**src/rtl/kwd_pkg.sv**
```systemverilog
package kwd_pkg;
   localparam int unsigned DATA_W     = 32;
   localparam int unsigned KEY_W      = 12;
   localparam int unsigned KEY_LSB    = 1;
   localparam int unsigned RESTART_BIT = 0;
   localparam logic [KEY_W-1:0] RESTART_KEY = 12'hA57;
   localparam int unsigned EN_BIT     = 0;
   localparam int unsigned RSTEN_BIT  = 1;
   localparam int unsigned CODE_LSB   = 3;
   localparam int unsigned CODE_W     = 4;
   localparam int unsigned HALF_W     = 6;   // up to 32 half-second ticks

   typedef struct packed {
      logic [CODE_W-1:0] code;
      logic              rst_en;
      logic              en;
   } mode_t;
endpackage

```
**src/rtl/kwd_interval.sv**
```systemverilog
module kwd_interval
   import kwd_pkg::*;
(
   input  logic [CODE_W-1:0] code_i,
   output logic [HALF_W-1:0] half_o
);
   // Code to number of half-second ticks; non-linear above code 6.
   always_comb begin
      if (code_i == '0)
         half_o = HALF_W'(1);
      else if (code_i <= CODE_W'(6))
         half_o = HALF_W'({code_i, 1'b0});
      else if (code_i <= CODE_W'(11))
         half_o = HALF_W'({code_i, 2'b00}) - HALF_W'(12);
      else
         half_o = HALF_W'(32);
   end
endmodule

```
**src/rtl/kwd_prescale.sv**
```systemverilog
module kwd_prescale #(
   parameter int unsigned TICK_DIV = 12_000_000
) (
   input  logic clk_i,
   input  logic rst_ni,
   input  logic run_i,
   input  logic clear_i,
   output logic tick_o
);
   initial assert (TICK_DIV >= 1) else $error("kwd_prescale: TICK_DIV must be at least 1");

   generate
      if (TICK_DIV == 1) begin : g_direct
         assign tick_o = run_i;
      end else begin : g_count
         localparam int unsigned CW = $clog2(TICK_DIV);
         localparam logic [CW-1:0] LAST = CW'(TICK_DIV - 1);
         logic [CW-1:0] cnt_q;

         assign tick_o = run_i && (cnt_q == LAST);

         always_ff @(posedge clk_i or negedge rst_ni) begin
            if (!rst_ni)
               cnt_q <= '0;
            else if (clear_i)
               cnt_q <= '0;
            else if (run_i)
               cnt_q <= tick_o ? '0 : cnt_q + CW'(1);
         end

         // ticks are TICK_DIV cycles apart, never back to back
         p_tick_gap_r5: assert property (@(posedge clk_i) disable iff (!rst_ni)
            (tick_o && !clear_i) |=> !tick_o);
      end
   endgenerate
endmodule

```
**src/rtl/kwd_core.sv**
```systemverilog
module kwd_core
   import kwd_pkg::*;
#(
   parameter int unsigned RST_CYCLES = 16
) (
   input  logic              clk_i,
   input  logic              rst_ni,
   input  logic              en_i,
   input  logic              rst_en_i,
   input  logic [HALF_W-1:0] load_i,
   input  logic              restart_i,
   input  logic              tick_i,
   output logic              run_o,
   output logic              clear_o,
   output logic              expire_o,
   output logic              sys_rst_o
);
   localparam int unsigned PW = $clog2(RST_CYCLES + 1);

   initial assert (RST_CYCLES >= 1) else $error("kwd_core: RST_CYCLES must be at least 1");

   logic              en_prev_q;
   logic              expired_q;
   logic [HALF_W-1:0] remain_q;
   logic [PW-1:0]     pulse_q;
   logic              en_rise;
   logic              reload;

   assign en_rise  = en_i && !en_prev_q;
   assign reload   = restart_i || en_rise;
   assign run_o    = en_i && !expired_q;
   assign clear_o  = reload || !en_i;
   assign expire_o = run_o && tick_i && !reload && (remain_q == HALF_W'(1));
   assign sys_rst_o = (pulse_q != '0);

   always_ff @(posedge clk_i or negedge rst_ni) begin
      if (!rst_ni) begin
         en_prev_q <= 1'b0;
         expired_q <= 1'b0;
         remain_q  <= HALF_W'(1);
      end else begin
         en_prev_q <= en_i;
         if (!en_i || reload) begin
            remain_q  <= load_i;
            expired_q <= 1'b0;
         end else if (expire_o) begin
            expired_q <= 1'b1;
         end else if (run_o && tick_i) begin
            remain_q <= remain_q - HALF_W'(1);
         end
      end
   end

   always_ff @(posedge clk_i or negedge rst_ni) begin
      if (!rst_ni)
         pulse_q <= '0;
      else if (expire_o && rst_en_i)
         pulse_q <= PW'(RST_CYCLES);
      else if (pulse_q != '0)
         pulse_q <= pulse_q - PW'(1);
   end

   // a reset pulse only ever starts when reset-enable was set
   p_rst_gated_r8: assert property (@(posedge clk_i) disable iff (!rst_ni)
      $rose(sys_rst_o) |-> $past(rst_en_i));

   // once expired, the count is frozen until restart or disable
   p_stop_after_expiry_r7: assert property (@(posedge clk_i) disable iff (!rst_ni)
      (expired_q && en_i && !restart_i) |=> $stable(remain_q));

   // each tick while running removes one half-second
   p_count_down_r5: assert property (@(posedge clk_i) disable iff (!rst_ni)
      (run_o && tick_i && !reload && remain_q > HALF_W'(1))
      |=> remain_q == $past(remain_q) - HALF_W'(1));
endmodule

```
**src/rtl/kwd_regs.sv**
```systemverilog
module kwd_regs
   import kwd_pkg::*;
#(
   parameter int unsigned ADDR_W   = 4,
   parameter int unsigned CTRL_OFS = 0,
   parameter int unsigned MODE_OFS = 4,
   parameter int unsigned STAT_OFS = 8
) (
   input  logic              clk_i,
   input  logic              rst_ni,
   input  logic              wr_i,
   input  logic              rd_i,
   input  logic [ADDR_W-1:0] addr_i,
   input  logic [DATA_W-1:0] wdata_i,
   input  logic              expire_i,
   output logic [DATA_W-1:0] rdata_o,
   output mode_t             mode_o,
   output logic              restart_o,
   output logic              flag_o
);
   localparam logic [ADDR_W-1:0] A_CTRL = ADDR_W'(CTRL_OFS);
   localparam logic [ADDR_W-1:0] A_MODE = ADDR_W'(MODE_OFS);
   localparam logic [ADDR_W-1:0] A_STAT = ADDR_W'(STAT_OFS);

   initial assert (CTRL_OFS != MODE_OFS && CTRL_OFS != STAT_OFS && MODE_OFS != STAT_OFS)
      else $error("kwd_regs: register offsets must differ");
   initial assert (KEY_LSB + KEY_W <= DATA_W) else $error("kwd_regs: key field exceeds data width");

   mode_t             mode_q;
   logic              flag_q;
   logic [DATA_W-1:0] rdata_q;
   logic              wr_ctrl, wr_mode, wr_stat;
   logic              unused_wbits;

   assign wr_ctrl = wr_i && (addr_i == A_CTRL);
   assign wr_mode = wr_i && (addr_i == A_MODE);
   assign wr_stat = wr_i && (addr_i == A_STAT);
   assign unused_wbits = ^wdata_i[DATA_W-1:KEY_LSB+KEY_W];

   assign restart_o = wr_ctrl && wdata_i[RESTART_BIT]
                      && (wdata_i[KEY_LSB +: KEY_W] == RESTART_KEY);

   always_ff @(posedge clk_i or negedge rst_ni) begin
      if (!rst_ni) begin
         mode_q <= '0;
      end else if (wr_mode) begin
         mode_q.en     <= wdata_i[EN_BIT];
         mode_q.rst_en <= wdata_i[RSTEN_BIT];
         mode_q.code   <= wdata_i[CODE_LSB +: CODE_W];
      end
   end

   always_ff @(posedge clk_i or negedge rst_ni) begin
      if (!rst_ni)
         flag_q <= 1'b0;
      else if (expire_i)
         flag_q <= 1'b1;
      else if (wr_stat && wdata_i[0])
         flag_q <= 1'b0;
   end

   always_ff @(posedge clk_i or negedge rst_ni) begin
      if (!rst_ni) begin
         rdata_q <= '0;
      end else if (rd_i) begin
         rdata_q <= '0;
         if (addr_i == A_MODE) begin
            rdata_q[EN_BIT]              <= mode_q.en;
            rdata_q[RSTEN_BIT]           <= mode_q.rst_en;
            rdata_q[CODE_LSB +: CODE_W]  <= mode_q.code;
         end else if (addr_i == A_STAT) begin
            rdata_q[0] <= flag_q;
         end
      end else begin
         rdata_q <= '0;
      end
   end

   assign mode_o  = mode_q;
   assign flag_o  = flag_q;
   assign rdata_o = rdata_q;

   // the flag only drops through a write of 1 to the status register
   p_flag_sticky_r7: assert property (@(posedge clk_i) disable iff (!rst_ni)
      (flag_q && !(wr_stat && wdata_i[0])) |=> flag_q);

   // the control register never reads back data
   p_ctrl_reads_zero_r3: assert property (@(posedge clk_i) disable iff (!rst_ni)
      (rd_i && addr_i == A_CTRL) |=> rdata_o == '0);
endmodule

```
**src/rtl/keyed_wdog.sv**
```systemverilog
module keyed_wdog
   import kwd_pkg::*;
#(
   parameter int unsigned ADDR_W     = 4,
   parameter int unsigned TICK_DIV   = 12_000_000,
   parameter int unsigned RST_CYCLES = 16
) (
   input  logic              clk_i,
   input  logic              rst_ni,
   input  logic              bus_wr_i,
   input  logic              bus_rd_i,
   input  logic [ADDR_W-1:0] bus_addr_i,
   input  logic [31:0]       bus_wdata_i,
   output logic [31:0]       bus_rdata_o,
   output logic              irq_o,
   output logic              sys_rst_o
);
   initial assert (ADDR_W >= 4) else $error("keyed_wdog: ADDR_W must reach offset 0x8");

   mode_t             mode;
   logic              restart, expire, run, clear, tick;
   logic [HALF_W-1:0] load;

   kwd_regs #(
      .ADDR_W   (ADDR_W),
      .CTRL_OFS (0),
      .MODE_OFS (4),
      .STAT_OFS (8)
   ) u_regs (
      .clk_i     (clk_i),
      .rst_ni    (rst_ni),
      .wr_i      (bus_wr_i),
      .rd_i      (bus_rd_i),
      .addr_i    (bus_addr_i),
      .wdata_i   (bus_wdata_i),
      .expire_i  (expire),
      .rdata_o   (bus_rdata_o),
      .mode_o    (mode),
      .restart_o (restart),
      .flag_o    (irq_o)
   );

   kwd_interval u_interval (
      .code_i (mode.code),
      .half_o (load)
   );

   kwd_prescale #(.TICK_DIV(TICK_DIV)) u_prescale (
      .clk_i   (clk_i),
      .rst_ni  (rst_ni),
      .run_i   (run),
      .clear_i (clear),
      .tick_o  (tick)
   );

   kwd_core #(.RST_CYCLES(RST_CYCLES)) u_core (
      .clk_i     (clk_i),
      .rst_ni    (rst_ni),
      .en_i      (mode.en),
      .rst_en_i  (mode.rst_en),
      .load_i    (load),
      .restart_i (restart),
      .tick_i    (tick),
      .run_o     (run),
      .clear_o   (clear),
      .expire_o  (expire),
      .sys_rst_o (sys_rst_o)
   );
endmodule

```
**config.mk**
```make
export PLATFORM = sky130hd
export DESIGN_NAME = keyed_wdog
export DESIGN_NICKNAME = d
export VERILOG_FILES = /design/src/rtl/kwd_pkg.sv /design/src/rtl/kwd_interval.sv /design/src/rtl/kwd_prescale.sv /design/src/rtl/kwd_core.sv /design/src/rtl/kwd_regs.sv /design/src/rtl/keyed_wdog.sv
export SDC_FILE = /design/constraint.sdc
export NUM_CORES = 1
export LEC_CHECK = 0
export BUFFER_PORTS_ARGS = -buffer_cell sky130_fd_sc_hd__buf_2
export CORE_ASPECT_RATIO = 1.5
export CORE_MARGIN = 2
export CORE_UTILIZATION = 55
export DETAILED_ROUTE_END_ITERATION = 7
export PLACE_DENSITY = 0.86
export RECOVER_POWER = 50
export SYNTH_ARGS = -nofsm -noshare
export SYNTH_HDL_FRONTEND = slang
export SYNTH_SLANG_ARGS = --single-unit
```
**constraint.sdc**
```tcl
create_clock -name clk_i -period 6 [get_ports clk_i]
set_input_delay 1.2 -clock clk_i [delete_from_list [all_inputs] [get_ports clk_i]]
set_output_delay 1.2 -clock clk_i [all_outputs]
set_load 0.03 [all_outputs]
```
==> results of run 1 <==
## placed cells by master, fill, tap and decap left out, types with 6 or more instances in the layout
cell      netlist  final
a21oi_1        23     23
and2_1          9      8
buf_2           0     27
clkbuf_8        0      6
conb_1          1     26
dfrtp_1        49     49
ha_1            8      8
inv_1          11     11
mux2_2          6      6
nand2_1        29     29
nand3_1        12     12
nand4_1         7      7
nor2_1         24     24
nor2b_1         7      7
nor3_1          7      7
o31ai_1        13     13
or4_1          16     16
## layout make-up
class                   count  area, µm²
fillers                   479       2180
multi-input cells         252       1620
flip-flops and latches     50       1250
repair buffers             29        143
well taps                  70       87.6
clock buffers               7       86.3
inverters                  11       41.3
clock inverters             1       5.00
## power groups by stage
stage | Clock, µW | Combinational [µW] | Sequential (µW)
2_1_floorplan | 0 | 146 | 395
3_3_place_gp | 0 | 162 | 406
3_5_place_dp | 0 | 167 | 408
6_report | 203 | 168 | 402
4_1_cts | 206 | 169 | 401
5_1_grt | 222 | 190 | 407
## Yosys cell counts (all sizes together) (3+ instances only)
cell type / count
o21ai: 5
nand4: 7
and2: 9
a21oi: 23
ha: 8
nand4b: 5
mux2: 6
nor3: 7
dfrtp: 49
xnor2: 4
nor2b: 7
clkbuf: 8
buf: 28
o31ai: 13
or3: 5
a31oi: 5
or4: 16
nand3b: 3
inv: 11
nand2: 29
a21boi: 3
nor2: 24
nand3: 12
xor2: 5
## cells by family (layout without fill, tap and decap cells)
kind of cell             Yosys count  after routing  share of synthesized area [%]
AND/OR/NAND/NOR                  141            141                           28.1
adder cells (fa/ha/maj)            8              8                           3.27
flip-flops                        50             50                           40.9
AO/OA/AOI/OAI                     61             61                           13.1
XOR/XNOR                           9              9                           2.57
buffers and inverters             47             48                           9.43
other                              1             26                          0.122
multiplexers                       7              7                           2.53
## metrics by stage
step	hold slack [ns]	util [%]	instance area, µm²	setup slack, ns
final	0.508	59.8	3230	2.73
after detailed placement	0.494	58.2	3150	2.89
after global placement	0.491	58.2	3150	2.94
after floorplan	0.431	-	3160	3.28
after CTS	0.514	59.9	3240	3.19
after global routing	0.558	59.8	3230	2.13
## routing by layer
layer / up-vias / GRT usage (%)
met1: 1162 / 23.8
li1: 1168 / -
met2: 59 / 37.9
met3: 14 / 3.42
met4: 0 / 9.57
met5: - / 0
## sequential cells by signal, indices dropped and copies added, names as in the netlist
signal and cells:
u_regs.rdata_o 6, u_core.en_prev_q 1, u_core.expired_q 1, u_core.remain_q 6, u_regs.flag_o 1, u_core.pulse_q 5
u_regs.mode_o 6, u_prescale.g_count.cnt_q 24
## final timing paths
kind	to	slack, ns
worst max-delay path	u_prescale.g_count.cnt_q[21]$_DFFE_PN0P_	2.73
worst min-delay path	u_regs.flag_o$_DFFE_PN0P_	0.51
worst max register to register	u_prescale.g_count.cnt_q[21]$_DFFE_PN0P_	3.73
worst min register to register	u_regs.flag_o$_DFFE_PN0P_	0.51
max in group clk_i	u_prescale.g_count.cnt_q[21]$_DFFE_PN0P_	3.17
min in group asynchronous	u_core.remain_q[3]$_DFFE_PN0P_	1.78
==> results by group, run 1 <==
Run status
  – Status: finished, violations left
  – Failing checks: max-capacitance violations, max-slew violations

Job
  – Max-cap violation count: 1

Power and ir drop
  – Final Power: 772 µW
  – Clock Power Share: 26.2%
  – Pwr Density: 239 mW/mm²
  – Pint: 523 µW
  – Seq pwr share: 52.0%
  – Power share of the combinational group: 21.7%
  – Psw: 248 µW
  – LEAKAGE: 0.00145 µW
  – Switching share of total power: 32.2%
  – Worst vdd ir: 184 µV

Yosys
  – Yosys top cell area share: 40.0%
  – Syn Area/Cell: 9.46 µm²
  – Post-synthesis register bit count: 50
  – Area leader, netlist: dfrtp_1
  – Post-synth EDFFs: 0
  – Synth area leaders: dfrtp_1 (40%), buf_4 (6.4%), or4_1 (3.9%)
  – Area of the mapped netlist: 0.00307 mm²
  – Syn Inst Count: 324
  – YS warnings: 0
  – Post-synthesis cell type count: 55
  – Async SR Flop Fraction: 100%
  – Register area share after synthesis: 40.9%
  – Primary FF master, synth: dfrtp_1

Layout
  – Fin cells: 420
  – Area Growth Syn to Fin: 5.47%
  – Share of cells above drive strength 1: 16.0%
  – Fin nets: 397
  – Ant diodes: 0

CTS
  – H-tree Lvls: 2
  – Post-CTS Hold Buffers: 0
  – CTS tree: done
  – Post_cts resized: 0
  – CTS Sinks: 50
  – Max Root-Sink Buffers: 2
  – Clock root buffer: clkbuf_8
  – Clock-pin slew on the worst setup and hold paths: 0.08 ns
  – Num CTS Buffers: 5
  – Postcts setup bufs: 0
  – Worst-Skew Late Latency: 0.30 ns

Detailed routing
  – Post-DR vias/cell: 5.72
  – WL/cell: 14.3 µm
  – Met3 wire len: 193 µm
  – DRT Wirelength: 6000 µm
  – DR vias: 2403
  – Met2 WL post-DR: 3210 µm
  – Top Metal Used: met4
  – Iter 0 DRT Violations: 185
  – Met1 Wirelength: 2450 µm
  – TritonRoute pass-1 iters: 4
  – Drt drc: 0
  – Post-route ant nets: 0

STA
  – Hold Violations, Final: 0
  – Fmax: 306 MHz
  – Tcrit/Tclk final: 54.5%
  – Max-Slew Margin vs Limit: -72.8%
  – Worst-margin pin slew: 2.59 ns
  – Max-slew violations: 51
  – Sum Neg Setup Slack: 0 ns
  – Worst Clk Skew: 0.00730 ns
  – RSZ-0062 raised after global routing: false
  – Fin crit period: 3.27 ns
  – Setup-failing EPs final: 0

Hold path
  – Min-delay src: u_regs.flag_o$_DFFE_PN0P_
  – Worst hold stages: 2
  – HP Class: reg -> reg

Placement
  – Placed insts: 412
  – IO Port Bufs: 28
  – Routability cong.: 0.826
  – Detailed placer's ending HPWL: 4420 µm

Global routing
  – Remaining Overflow, GRT: 0
  – Largest net degree at the start of global routing: 51
  – Vias in the first global route: 2317
  – Global-route wire length before repair: 10100 µm
  – Overall Global Routing Usage: 20.9%
  – Initial antenna violation count: 0

Floorplanning
  – I/O pin total: 74
  – Site Rows: 33
  – Starting density of the core: 56.7%
  – Die Y: 95.4 µm
  – Die area: 0.00620 mm²
  – Core area: 0.00541 mm²
  – Chip width: 65.0 µm

Worst setup path
  – Crit path DAT: 3.13 ns
  – CP Max Fanout: 50
  – Critical Path Stages: 2
  – Setup crit end kind: asynchronous set/reset pin
  – Worst Setup SP: rst_ni
  – CP startpoint kind: input pin
  – Crit path kind: in -> async
  – FF-to-FF Start: u_prescale.g_count.cnt_q[0]$_DFFE_PN0P_
  – CP cell instances: buf_2, clkbuf_1
  – Crit path buffers/inverters: 2
  – Reg2Reg Depth: 6
  – CP max stage cell: clkbuf_1
  – Critical Path RT: 5.87 ns
  – Slowest stage delay, CP: 1.82 ns
  – Critical path's top delay family: buffers and inverters
(Power assumes the default switching activity.)
==> run 2: changes to the inputs <==
Settings changed: ABC_AREA set to 1, CORE_UTILIZATION 55 to 50, PLACE_DENSITY 0.86 to 0.81.
Clock period 6 ns to 2.8 ns, I/O delays scaled along.
==> run 2 against run 1 <==
  * The run now ends clean
  * Flip-flop and latch count is the same
  * Setup slack lost 1.9 ns
  * Clock skew shrank 0.00098 ns
  * Core utilization shrank 5.5 points
  * Clock power grew 120%
  * Global-route usage grew 0.69 points
  * Cell area grew 15%
  * Critical path depth grew 2
  * Sequential power grew 110%
  * Combinational power grew 140%
  * Non-clock buffer count grew 1
  * Clock-buffer cell count is the same
  * Largest power group unchanged
==> results by group, run 2 <==
Run status
  – Status: finished, final reports clean

Placement
  – Detailed placer's ending HPWL: 6010 µm
  – Routability cong.: 0.948
  – Dpl ws: 0.783 ns
  – IO Port Bufs: 28

Power and ir drop
  – Pwr Density: 459 mW/mm²
  – LEAKAGE: 0.00189 µW
  – Worst vdd ir: 295 µV
  – Final Power: 1710 µW

CTS
  – CTS tree: done
  – Clock root buffer: clkbuf_8
  – Post_cts resized: 0
  – H-tree Lvls: 2
  – Max Root-Sink Buffers: 2
  – Postcts setup bufs: 0
  – Post-CTS Hold Buffers: 0
  – CTS Sinks: 50
  – Num CTS Buffers: 5
  – Worst-Skew Late Latency: 0.30 ns
  – Clock-pin slew on the worst setup and hold paths: 0.09 ns

Worst setup path
  – CP Max Fanout: 5
  – Crit path DAT: 1.45 ns
  – Crit path kind: reg -> out
  – Crit path capture: sys_rst_o
  – Worst reg2reg setup slack: 0.89 ns
  – Reg2Reg Depth: 10
  – Critical Path RT: 2.24 ns
  – CP startpoint kind: flip-flop
  – Reg2reg end: u_prescale.g_count.cnt_q[18]$_DFFE_PN0P_
  – CP max stage cell: dfrtp_1
  – Slowest stage delay, CP: 0.39 ns
  – Setup crit end kind: output port
  – FF-to-FF Start: u_prescale.g_count.cnt_q[0]$_DFFE_PN0P_
  – CP cell instances: inv_1, ha_1, nand3b_1, buf_2
  – Worst Setup SP: u_core.pulse_q[0]$_DFFE_PN0P_

Layout
  – Most frequent cells in the layout: nand2_1 (155), nor2_1 (64), dfrtp_1 (49), inv_1 (39), nand3_1 (39)
  – Most flops, register: u_prescale.g_count.cnt_q
  – Largest register FFs: 24
  – Fin nets: 574
  – Share of cells above drive strength 1: 14.2%
  – Most common cell after layout, fill and taps aside: nand2_1
  – Area Growth Syn to Fin: 4.94%
  – Ant diodes: 0

Floorplanning
  – Site Rows: 37
  – Starting density of the core: 51.7%
  – Chip width: 72.7 µm
  – Core area: 0.00685 mm²
  – Die area: 0.00779 mm²
  – Die Y: 107 µm
  – I/O pin total: 74

Global routing
  – Overall Global Routing Usage: 21.6%
  – Global-route wire length before repair: 13400 µm
  – Initial antenna violation count: 0
  – Largest net degree at the start of global routing: 31
  – Vias in the first global route: 3067
  – Remaining Overflow, GRT: 0

Yosys
  – Area of the mapped netlist: 0.00354 mm²
  – Most frequent cell after synthesis: nand2_1
  – Synth area leaders: dfrtp_1 (35%), nand2_1 (16%), nor2_1 (6.8%)
  – Area leader, netlist: dfrtp_1
  – Primary FF master, synth: dfrtp_1
  – Syn Area/Cell: 7.10 µm²
  – Most instantiated cells after synthesis: nand2_1 (155), nor2_1 (64), dfrtp_1 (49), inv_1 (39), nand3_1 (39)
  – Async SR Flop Fraction: 100%
  – Post-synthesis cell type count: 42
  – Post-synth EDFFs: 0
  – Register area share after synthesis: 35.3%
  – Syn Inst Count: 499
  – Yosys top cell area share: 34.6%
  – YS warnings: 0
  – Post-synthesis register bit count: 50

Job
  – Max-cap violation count: 0

Detailed routing
  – TritonRoute pass-1 iters: 4
  – Met3 wire len: 311 µm
  – Post-DR vias/cell: 5.22
  – Met2 WL post-DR: 4180 µm
  – WL/cell: 12.8 µm
  – Top Metal Used: met4
  – Post-route ant nets: 0
  – Met1 Wirelength: 3000 µm
  – Iter 0 DRT Violations: 176
  – DRT Wirelength: 7740 µm
  – DR vias: 3160
  – Drt drc: 0

Hold path
  – HP Class: in -> async

STA
  – Worst-margin pin slew: 1.12 ns
  – RSZ-0062 raised after global routing: false
  – Max-slew violations: 0
  – Fin crit period: 2.01 ns
  – Hold Violations, Final: 0
  – Setup-failing EPs final: 0
  – Sum Neg Setup Slack: 0 ns
  – Tcrit/Tclk final: 71.7%
  – Worst Clk Skew: 0.00632 ns
  – Worst setup margin: 0.792 ns
  – Max-Slew Margin vs Limit: 25.4%
  – Fmax: 498 MHz
==> run 2: area by class of cell <==
type	count	area, µm²
multi-input cells	391	1940
flip-flops and latches	50	1250
inverters	48	191
repair buffers	30	151
clock buffers	7	86.3
fillers	664	3130
clock inverters	1	5.00
well taps	78	97.6
==> run 2: worst min path at each step <==
stage                                         startpoint  slack [ns]  cells after the start                                      end
final                                             rst_ni        0.45                      1  u_prescale.g_count.cnt_q[3]$_DFFE_PN0P_
after global routing                      bus_wdata_i[1]        0.52                      2             u_regs.mode_o[1]$_DFFE_PN0P_
after floorplan                                   rst_ni        0.26                      0               u_core.en_prev_q$_DFF_PN0_
after CTS                                         rst_ni        0.22                      1           u_core.remain_q[1]$_DFFE_PN0P_
after detailed placement  u_core.remain_q[0]$_DFFE_PN1P_        0.49                      2           u_core.remain_q[0]$_DFFE_PN1P_
after global placement     u_core.pulse_q[4]$_DFFE_PN0P_        0.49                      2            u_core.pulse_q[4]$_DFFE_PN0P_
==> run 2: kinds of logic after synthesis <==
group           count (synthesis)  synth area share [%]
mux                             2                 0.600
flops                          50                  35.3
simple gates                  317                  40.9
buf+inv                        83                  12.7
other cells                     1                 0.106
xor+xnor                       18                  4.45
fa+ha+maj                       8                  2.82
compound gates                 20                  3.04
==> run 2: power breakdown <==
group	switching [µW]	total, µW	internal, µW
registers	80.0	861	781
clock network	238	438	200
logic	271	410	139
total	589	1710	1120
==> run 2: worst max-delay path: cells and delay by family, from the launching register on <==
kind	cells	cell delay, ns
fa+ha+maj	1	0.18
buf+inv	2	0.37
flops	1	0.39
simple gates	1	0.21
==> run 2: stage by stage <==
step / cells / hold WS [ns] / util, % / cell area (µm²)
after CTS: 605 / 0.221 / 54.3 / 3720
after global placement: 597 / 0.486 / 53.0 / 3630
after global routing: 605 / 0.517 / 54.3 / 3720
final: 605 / 0.448 / 54.3 / 3720
after floorplan: 524 / 0.264 / - / 3640
after detailed placement: 597 / 0.494 / 53.0 / 3630
==> run 2: per-layer routing <==
layer	up-vias	track usage (%)
met5	-	0
met4	0	11.0
met3	20	3.29
met2	82	40.1
met1	1483	22.7
li1	1575	-
